===== src/rtl/seq_pkg.sv =====
package seq_pkg;

    localparam int ADDR_W = 9;
    localparam int DATA_W = 8;

    typedef enum logic [2:0] {
        K_SEQ  = 3'd0,
        K_GOTO = 3'd1,
        K_CALL = 3'd2,
        K_RET  = 3'd3,
        K_PCWR = 3'd4
    } kind_e;

    typedef struct packed {
        logic push;
        logic pop;
        logic load_w;
        logic start_bubble;
        logic bubble_holds;
    } step_ctl_t;

    function automatic logic is_flow(logic [2:0] k);
        return (k == K_GOTO) || (k == K_CALL) || (k == K_RET) || (k == K_PCWR);
    endfunction

endpackage


===== src/rtl/seq_phase_timer.sv =====
module seq_phase_timer #(
    parameter int PHASES = 4
) (
    input  logic clk,
    input  logic rst,
    output logic strobe
);
    localparam int CW = (PHASES > 1) ? $clog2(PHASES) : 1;
    localparam logic [CW-1:0] LAST = CW'(PHASES - 1);

    logic [CW-1:0] cnt;

    always_ff @(posedge clk) begin
        if (rst)
            cnt <= '0;
        else if (cnt == LAST)
            cnt <= '0;
        else
            cnt <= cnt + {{(CW-1){1'b0}}, 1'b1};
    end

    assign strobe = (cnt == LAST);

    // strobe lasts a single clock and restarts the count
    p_strobe_single_r1: assert property (@(posedge clk) disable iff (rst)
        strobe |=> !strobe);
    p_strobe_wrap_r1: assert property (@(posedge clk) disable iff (rst)
        strobe |=> (cnt == '0));

endmodule


===== src/rtl/seq_ret_stack.sv =====
module seq_ret_stack #(
    parameter int W     = 9,
    parameter int DEPTH = 2
) (
    input  logic         clk,
    input  logic         rst,
    input  logic         push,
    input  logic         pop,
    input  logic [W-1:0] din,
    output logic [W-1:0] top
);
    logic [W-1:0] ent [DEPTH];

    for (genvar g = 0; g < DEPTH; g++) begin : g_slot
        if (g == 0) begin : g_head
            always_ff @(posedge clk) begin
                if (rst)
                    ent[g] <= '0;
                else if (push)
                    ent[g] <= din;
                else if (pop && DEPTH > 1)
                    ent[g] <= ent[(DEPTH > 1) ? 1 : 0];
            end
        end else if (g == DEPTH - 1) begin : g_tail
            // oldest slot: overwritten on push, kept on pop
            always_ff @(posedge clk) begin
                if (rst)
                    ent[g] <= '0;
                else if (push)
                    ent[g] <= ent[g-1];
            end
        end else begin : g_mid
            always_ff @(posedge clk) begin
                if (rst)
                    ent[g] <= '0;
                else if (push)
                    ent[g] <= ent[g-1];
                else if (pop)
                    ent[g] <= ent[g+1];
            end
        end
    end

    assign top = ent[0];

    // a push lands on top; a pop never disturbs the oldest slot
    p_push_top_r5: assert property (@(posedge clk) disable iff (rst)
        push |=> (top == $past(din)));
    p_pop_keeps_oldest_r5: assert property (@(posedge clk) disable iff (rst)
        (pop && !push) |=> $stable(ent[DEPTH-1]));
    p_no_dual_op_r5: assert property (@(posedge clk) disable iff (rst)
        !(push && pop));

endmodule


===== src/rtl/seq_next_pc.sv =====
module seq_next_pc
    import seq_pkg::*;
#(
    parameter int ADDR_W = 9,
    parameter int DATA_W = 8
) (
    input  logic [ADDR_W-1:0] pc,
    input  logic [2:0]        op_kind,
    input  logic [ADDR_W-1:0] op_lit,
    input  logic [DATA_W-1:0] wr_data,
    input  logic              skip_req,
    input  logic              in_bubble,
    input  logic              bubble_hold,
    input  logic [ADDR_W-1:0] stack_top,
    output logic [ADDR_W-1:0] pc_nxt,
    output logic [ADDR_W-1:0] ret_addr,
    output step_ctl_t         ctl
);
    localparam int HI_W = ADDR_W - DATA_W;

    logic [ADDR_W-1:0] pc_inc;
    logic [ADDR_W-1:0] low_target;
    logic [ADDR_W-1:0] data_target;

    assign pc_inc      = pc + {{(ADDR_W-1){1'b0}}, 1'b1};
    assign low_target  = {{HI_W{1'b0}}, op_lit[DATA_W-1:0]};
    assign data_target = {{HI_W{1'b0}}, wr_data};
    assign ret_addr    = pc_inc;

    always_comb begin
        ctl    = '0;
        pc_nxt = pc_inc;
        if (in_bubble) begin
            pc_nxt = bubble_hold ? pc : pc_inc;
        end else begin
            case (op_kind)
                K_GOTO: pc_nxt = op_lit;
                K_CALL: begin
                    pc_nxt   = low_target;
                    ctl.push = 1'b1;
                end
                K_RET: begin
                    pc_nxt     = stack_top;
                    ctl.pop    = 1'b1;
                    ctl.load_w = 1'b1;
                end
                K_PCWR: pc_nxt = data_target;
                default: pc_nxt = pc_inc;
            endcase
            if (is_flow(op_kind)) begin
                ctl.start_bubble = 1'b1;
                ctl.bubble_holds = 1'b1;
            end else if (skip_req) begin
                ctl.start_bubble = 1'b1;
                ctl.bubble_holds = 1'b0;
            end
        end
    end

endmodule


===== src/rtl/pc_sequencer.sv =====
module pc_sequencer
    import seq_pkg::*;
#(
    parameter int ADDR_W = seq_pkg::ADDR_W,
    parameter int DATA_W = seq_pkg::DATA_W,
    parameter int DEPTH  = 2,
    parameter int PHASES = 4
) (
    input  logic              clk,
    input  logic              rst,
    input  logic [2:0]        op_kind,
    input  logic [ADDR_W-1:0] op_lit,
    input  logic [DATA_W-1:0] wr_data,
    input  logic              skip_req,
    output logic [ADDR_W-1:0] fetch_addr,
    output logic [DATA_W-1:0] pc_low,
    output logic              cyc_strobe,
    output logic              bubble,
    output logic              w_load,
    output logic [DATA_W-1:0] w_lit
);
    localparam logic [ADDR_W-1:0] RESET_PC = {ADDR_W{1'b1}};

    logic              strobe;
    logic [ADDR_W-1:0] pc_q;
    logic [ADDR_W-1:0] pc_nxt;
    logic [ADDR_W-1:0] ret_addr;
    logic [ADDR_W-1:0] stack_top;
    logic              bubble_q;
    logic              hold_q;
    step_ctl_t         ctl;

    seq_phase_timer #(.PHASES(PHASES)) u_timer (
        .clk    (clk),
        .rst    (rst),
        .strobe (strobe)
    );

    seq_next_pc #(.ADDR_W(ADDR_W), .DATA_W(DATA_W)) u_next (
        .pc          (pc_q),
        .op_kind     (op_kind),
        .op_lit      (op_lit),
        .wr_data     (wr_data),
        .skip_req    (skip_req),
        .in_bubble   (bubble_q),
        .bubble_hold (hold_q),
        .stack_top   (stack_top),
        .pc_nxt      (pc_nxt),
        .ret_addr    (ret_addr),
        .ctl         (ctl)
    );

    seq_ret_stack #(.W(ADDR_W), .DEPTH(DEPTH)) u_stack (
        .clk  (clk),
        .rst  (rst),
        .push (strobe && ctl.push),
        .pop  (strobe && ctl.pop),
        .din  (ret_addr),
        .top  (stack_top)
    );

    always_ff @(posedge clk) begin
        if (rst) begin
            pc_q     <= RESET_PC;
            bubble_q <= 1'b0;
            hold_q   <= 1'b0;
        end else if (strobe) begin
            pc_q     <= pc_nxt;
            bubble_q <= ctl.start_bubble;
            hold_q   <= ctl.bubble_holds;
        end
    end

    assign fetch_addr = pc_q;
    assign pc_low     = pc_q[DATA_W-1:0];
    assign cyc_strobe = strobe;
    assign bubble     = bubble_q;
    assign w_load     = strobe && ctl.load_w;
    assign w_lit      = op_lit[DATA_W-1:0];

    // reset vector
    p_reset_vector_r2: assert property (@(posedge clk)
        rst |=> (fetch_addr == RESET_PC && !bubble));
    // counter only moves at the end of a strobe clock
    p_pc_steady_r1: assert property (@(posedge clk) disable iff (rst)
        !cyc_strobe |=> $stable(fetch_addr));
    // a call always lands in the lower half
    p_call_low_half_r4: assert property (@(posedge clk) disable iff (rst)
        (cyc_strobe && !bubble && op_kind == K_CALL) |=> !fetch_addr[ADDR_W-1]);
    // a bubble lasts exactly one instruction cycle and never loads W
    p_bubble_ends_r9: assert property (@(posedge clk) disable iff (rst)
        (cyc_strobe && bubble) |=> !bubble);
    p_bubble_no_wload_r9: assert property (@(posedge clk) disable iff (rst)
        bubble |-> !w_load);
    // goto reaches all nine bits
    p_goto_full_r10: assert property (@(posedge clk) disable iff (rst)
        (cyc_strobe && !bubble && op_kind == K_GOTO) |=> (fetch_addr == $past(op_lit)));

endmodule


===== config.mk =====
export PLATFORM = sky130hd
export DESIGN_NAME = pc_sequencer
export DESIGN_NICKNAME = d
export VERILOG_FILES = /design/src/rtl/seq_pkg.sv /design/src/rtl/seq_phase_timer.sv /design/src/rtl/seq_ret_stack.sv /design/src/rtl/seq_next_pc.sv /design/src/rtl/pc_sequencer.sv
export SDC_FILE = /design/constraint.sdc
export NUM_CORES = 1
export LEC_CHECK = 0
export ABC_AREA = 1
export CORE_UTILIZATION = 30
export DETAILED_ROUTE_END_ITERATION = 8
export DONT_BUFFER_PORTS = 1
export GPL_ROUTABILITY_DRIVEN = 0
export PLACE_DENSITY = 0.47
export SKIP_LAST_GASP = 1
export SLEW_MARGIN = 20
export SYNTH_ARGS = -nofsm -noshare
export SYNTH_HDL_FRONTEND = slang
export SYNTH_SLANG_ARGS = --single-unit

===== constraint.sdc =====
create_clock -name clk -period 2.8 [get_ports clk]
set_clock_uncertainty 0.05 [all_clocks]
set_input_delay 0.56 -clock clk [delete_from_list [all_inputs] [get_ports clk]]
set_output_delay 0.56 -clock clk [all_outputs]
set_load 0.01 [all_outputs]

==> results.tsv <==
stage	metric	value	unit
sta	unrepaired setup endpoints after global routing	false	
sta	min Tclk post-route	2.01	ns
routing	met2 wire length	2050	µm
finish	area growth from synthesis to layout	0.700	%
sta	setup TNS	0	ns
outcome	status	completed	
yosys	Seq/Total Area, Yosys	0.407	
place	dpl hpwl	3600	µm
power	total power	1060	µW
yosys	Mapped Avg Cell Area	7.87	µm²
finish	final core occ	0.312	
power	NetSw	323	µW
cts	Hold-fix buffers, CTS	0	
sta	fin worst setup slack	0.794	ns
place	Buffers on Ports	0	
setup_path	kind of end point of the critical path	output pin	
sta	worst relative slew slack	0.703	
routing	Routed Antenna Nets	0	
routing	via count	1559	
routing	drt drc	0	
finish	Fill cells	695	
floorplan	Ports	51	
cts	CTS tree	built	
floorplan	Core Area	6350	µm²
cts	clock root buffer	clkbuf_8	
sta	Slew Viols, Final	0	
sta	fmax	0.499	GHz
grt	largest net degree at the start of global routing	18	
power	Comb power frac	0.176	
run	max_cap viols	0	
grt	total gr overflow	0	
yosys	Synthesized Nets	275	
floorplan	Initial Util	0.310	
yosys	Synth cell types	30	
cts	H-tree levels	2	
sta	final setup vio count	0	
routing	wl on met1	2200	µm
finish	layout cells sized above 1	0.148	
setup_path	crit path kind	reg -> out	
cts	clock network latency to the later pin of the worst-skew pair	0.28	ns
power	Power Density	536	nW/µm²
cts	cts repair resizes	0	
routing	DR WL met3	443	µm
setup_path	WP data required	2.19	ns
cts	Clock Tree Buf Depth	2	
place	Setup WS pre-CTS	1.07	ns
floorplan	Die Span X	83.0	µm
setup_path	worst-path fanout max	10	
routing	WL/cell	15.3	µm
routing	Post-Route WL	4800	µm
finish	number of diodes	0	
power	Sw Share	0.304	
power	peak supply drop	0.280	mV
finish	Final #Nets	261	
grt	antenna violations before repair	0	
power	Pleak	0.000859	µW
min_path	Tightest Hold Check Type	in -> reg	
sta	Tightest Pin Transition	0.445	ns
cts	Post-CTS Setup Bufs	0	
setup_path	Crit path arrival time	1.40	ns
yosys	#FFs+latches synth	31	
cts	clock-pin transition on the worst setup and hold timing paths	0.07	ns
grt	first-pass GRT wire length	8140	µm
cts	CTS Sinks	31	
routing	initial drt markers	57	
routing	Via density	4.98	
floorplan	die area	6880	µm²
floorplan	Die Y	83.0	µm
finish	most frequent cells in the layout	nand2_1, nand3_1, inv_1	
yosys	Mapped Cells	250	
power	internal power	739	µW
routing	Highest Signal Layer	met4	
sta	final worst-path cycle share	0.716	
yosys	yosys warns	0	
setup_path	startpoint class of the critical path	flop	
sta	count of final hold-check violations	0	
yosys	Post-Synthesis Cell Area	1970	µm²
power	Clk pwr share	0.316	
cts	CTS buffer count	5	
grt	vias in the first global route	1629	
power	Reg power frac	0.508	
finish	most common cell after layout, fill and taps aside	nand2_1	
floorplan	# rows	29	
grt	gr usage total	0.152	
routing	drt pass-1 iters	4	
## power groups by stage
stage	clock network [µW]	registers, µW	logic [µW]
floorplan	0	537	187
global placement	0	550	190
detailed placement	0	550	190
CTS	344	540	190
global route	369	543	218
finish	336	539	187
## critical path: stages, from the launching register on
cell and delay, ns:
dfxtp_1 0.34, ha_1 0.30, nand2_2 0.16, nor2_4 0.32
## state kept, by name, summed over array words and instances, names as in the netlist
signal,count
bubble,1
fetch_addr,9
hold_q,1
u_stack.ent,18
u_timer.cnt,2
## area by class of cell
cell class,instances,area [µm²],area share
Inverter,32,123,0.0619
Clock buffer,7,76.3,0.0385
Sequential cell,31,801,0.404
Timing Repair Buffer,2,15.0,0.00758
Tap cell,77,96.3,0.0486
Multi-Input combinational cell,164,870,0.439
## synthesized netlist by cell type
master    number  share of area
nand2_4        2          0.011
nor2_4         2          0.011
nor2_1        11          0.021
buf_6          3          0.017
or2_2          1         0.0032
o22ai_1        1         0.0032
inv_4          1         0.0032
inv_2          1         0.0019
clkbuf_1       2         0.0038
nor2_8         1          0.010
o21bai_1       2         0.0076
nand2_2        5          0.016
xnor2_1        1         0.0045
a21oi_4        1         0.0083
o21ai_0       12          0.031
nand3_2        1         0.0051
buf_4         17          0.065
inv_1         30          0.057
nand3b_1       2         0.0076
ha_1           2          0.013
nor2_2        10          0.032
o21ai_2        3          0.013
nand4_1        5          0.016
xor2_1         1         0.0045
nand2_1       52          0.099
a21oi_1       12          0.031
edfxtp_1      18           0.27
nand3_1       37          0.094
buf_2          1         0.0025
dfxtp_1       13           0.13
## routing by layer
metal / vias up / global-route usage
met3: 10 / 0.0586
met4: 0 / 0.0611
met2: 47 / 0.236
met1: 726 / 0.188
li1: 776 / -
met5: - / 0
## path summary, 6_finish.rpt
path / start / depth (start not counted) / slack [ns] / to
worst min register to register: u_timer.cnt[0]$_SDFF_PP0_ / 1 / 0.38 / u_timer.cnt[0]$_SDFF_PP0_
worst max-delay path: u_timer.cnt[0]$_SDFF_PP0_ / 3 / 0.79 / w_load
worst max register to register: fetch_addr[0]$_SDFFE_PP1P_ / 4 / 1.10 / u_stack.ent[0][4]$_DFFE_PP_
worst min-delay path: rst / 2 / 0.32 / fetch_addr[2]$_SDFFE_PP1P_
## cell families after synthesis
kind of cell               after synthesis  synth area share
xor gates and xnor gates                 2           0.00891
buffers and inverters                   55             0.151
and+or+nand+nor                        129             0.327
AOI/OAI and AO/OA                       31            0.0935
adders and majority gates                2            0.0127
DFF                                     31             0.407
## stage by stage
step / instances / cell area, µm² / hold WS [ns]
detailed placement: 306 / 1900 / 0.366
global placement: 306 / 1900 / 0.355
CTS: 313 / 1980 / 0.321
floorplan: 250 / 1970 / 0.348
global route: 313 / 1980 / 0.313
finish: 313 / 1980 / 0.323
No activity file was read; power rests on OpenSTA's default activity.
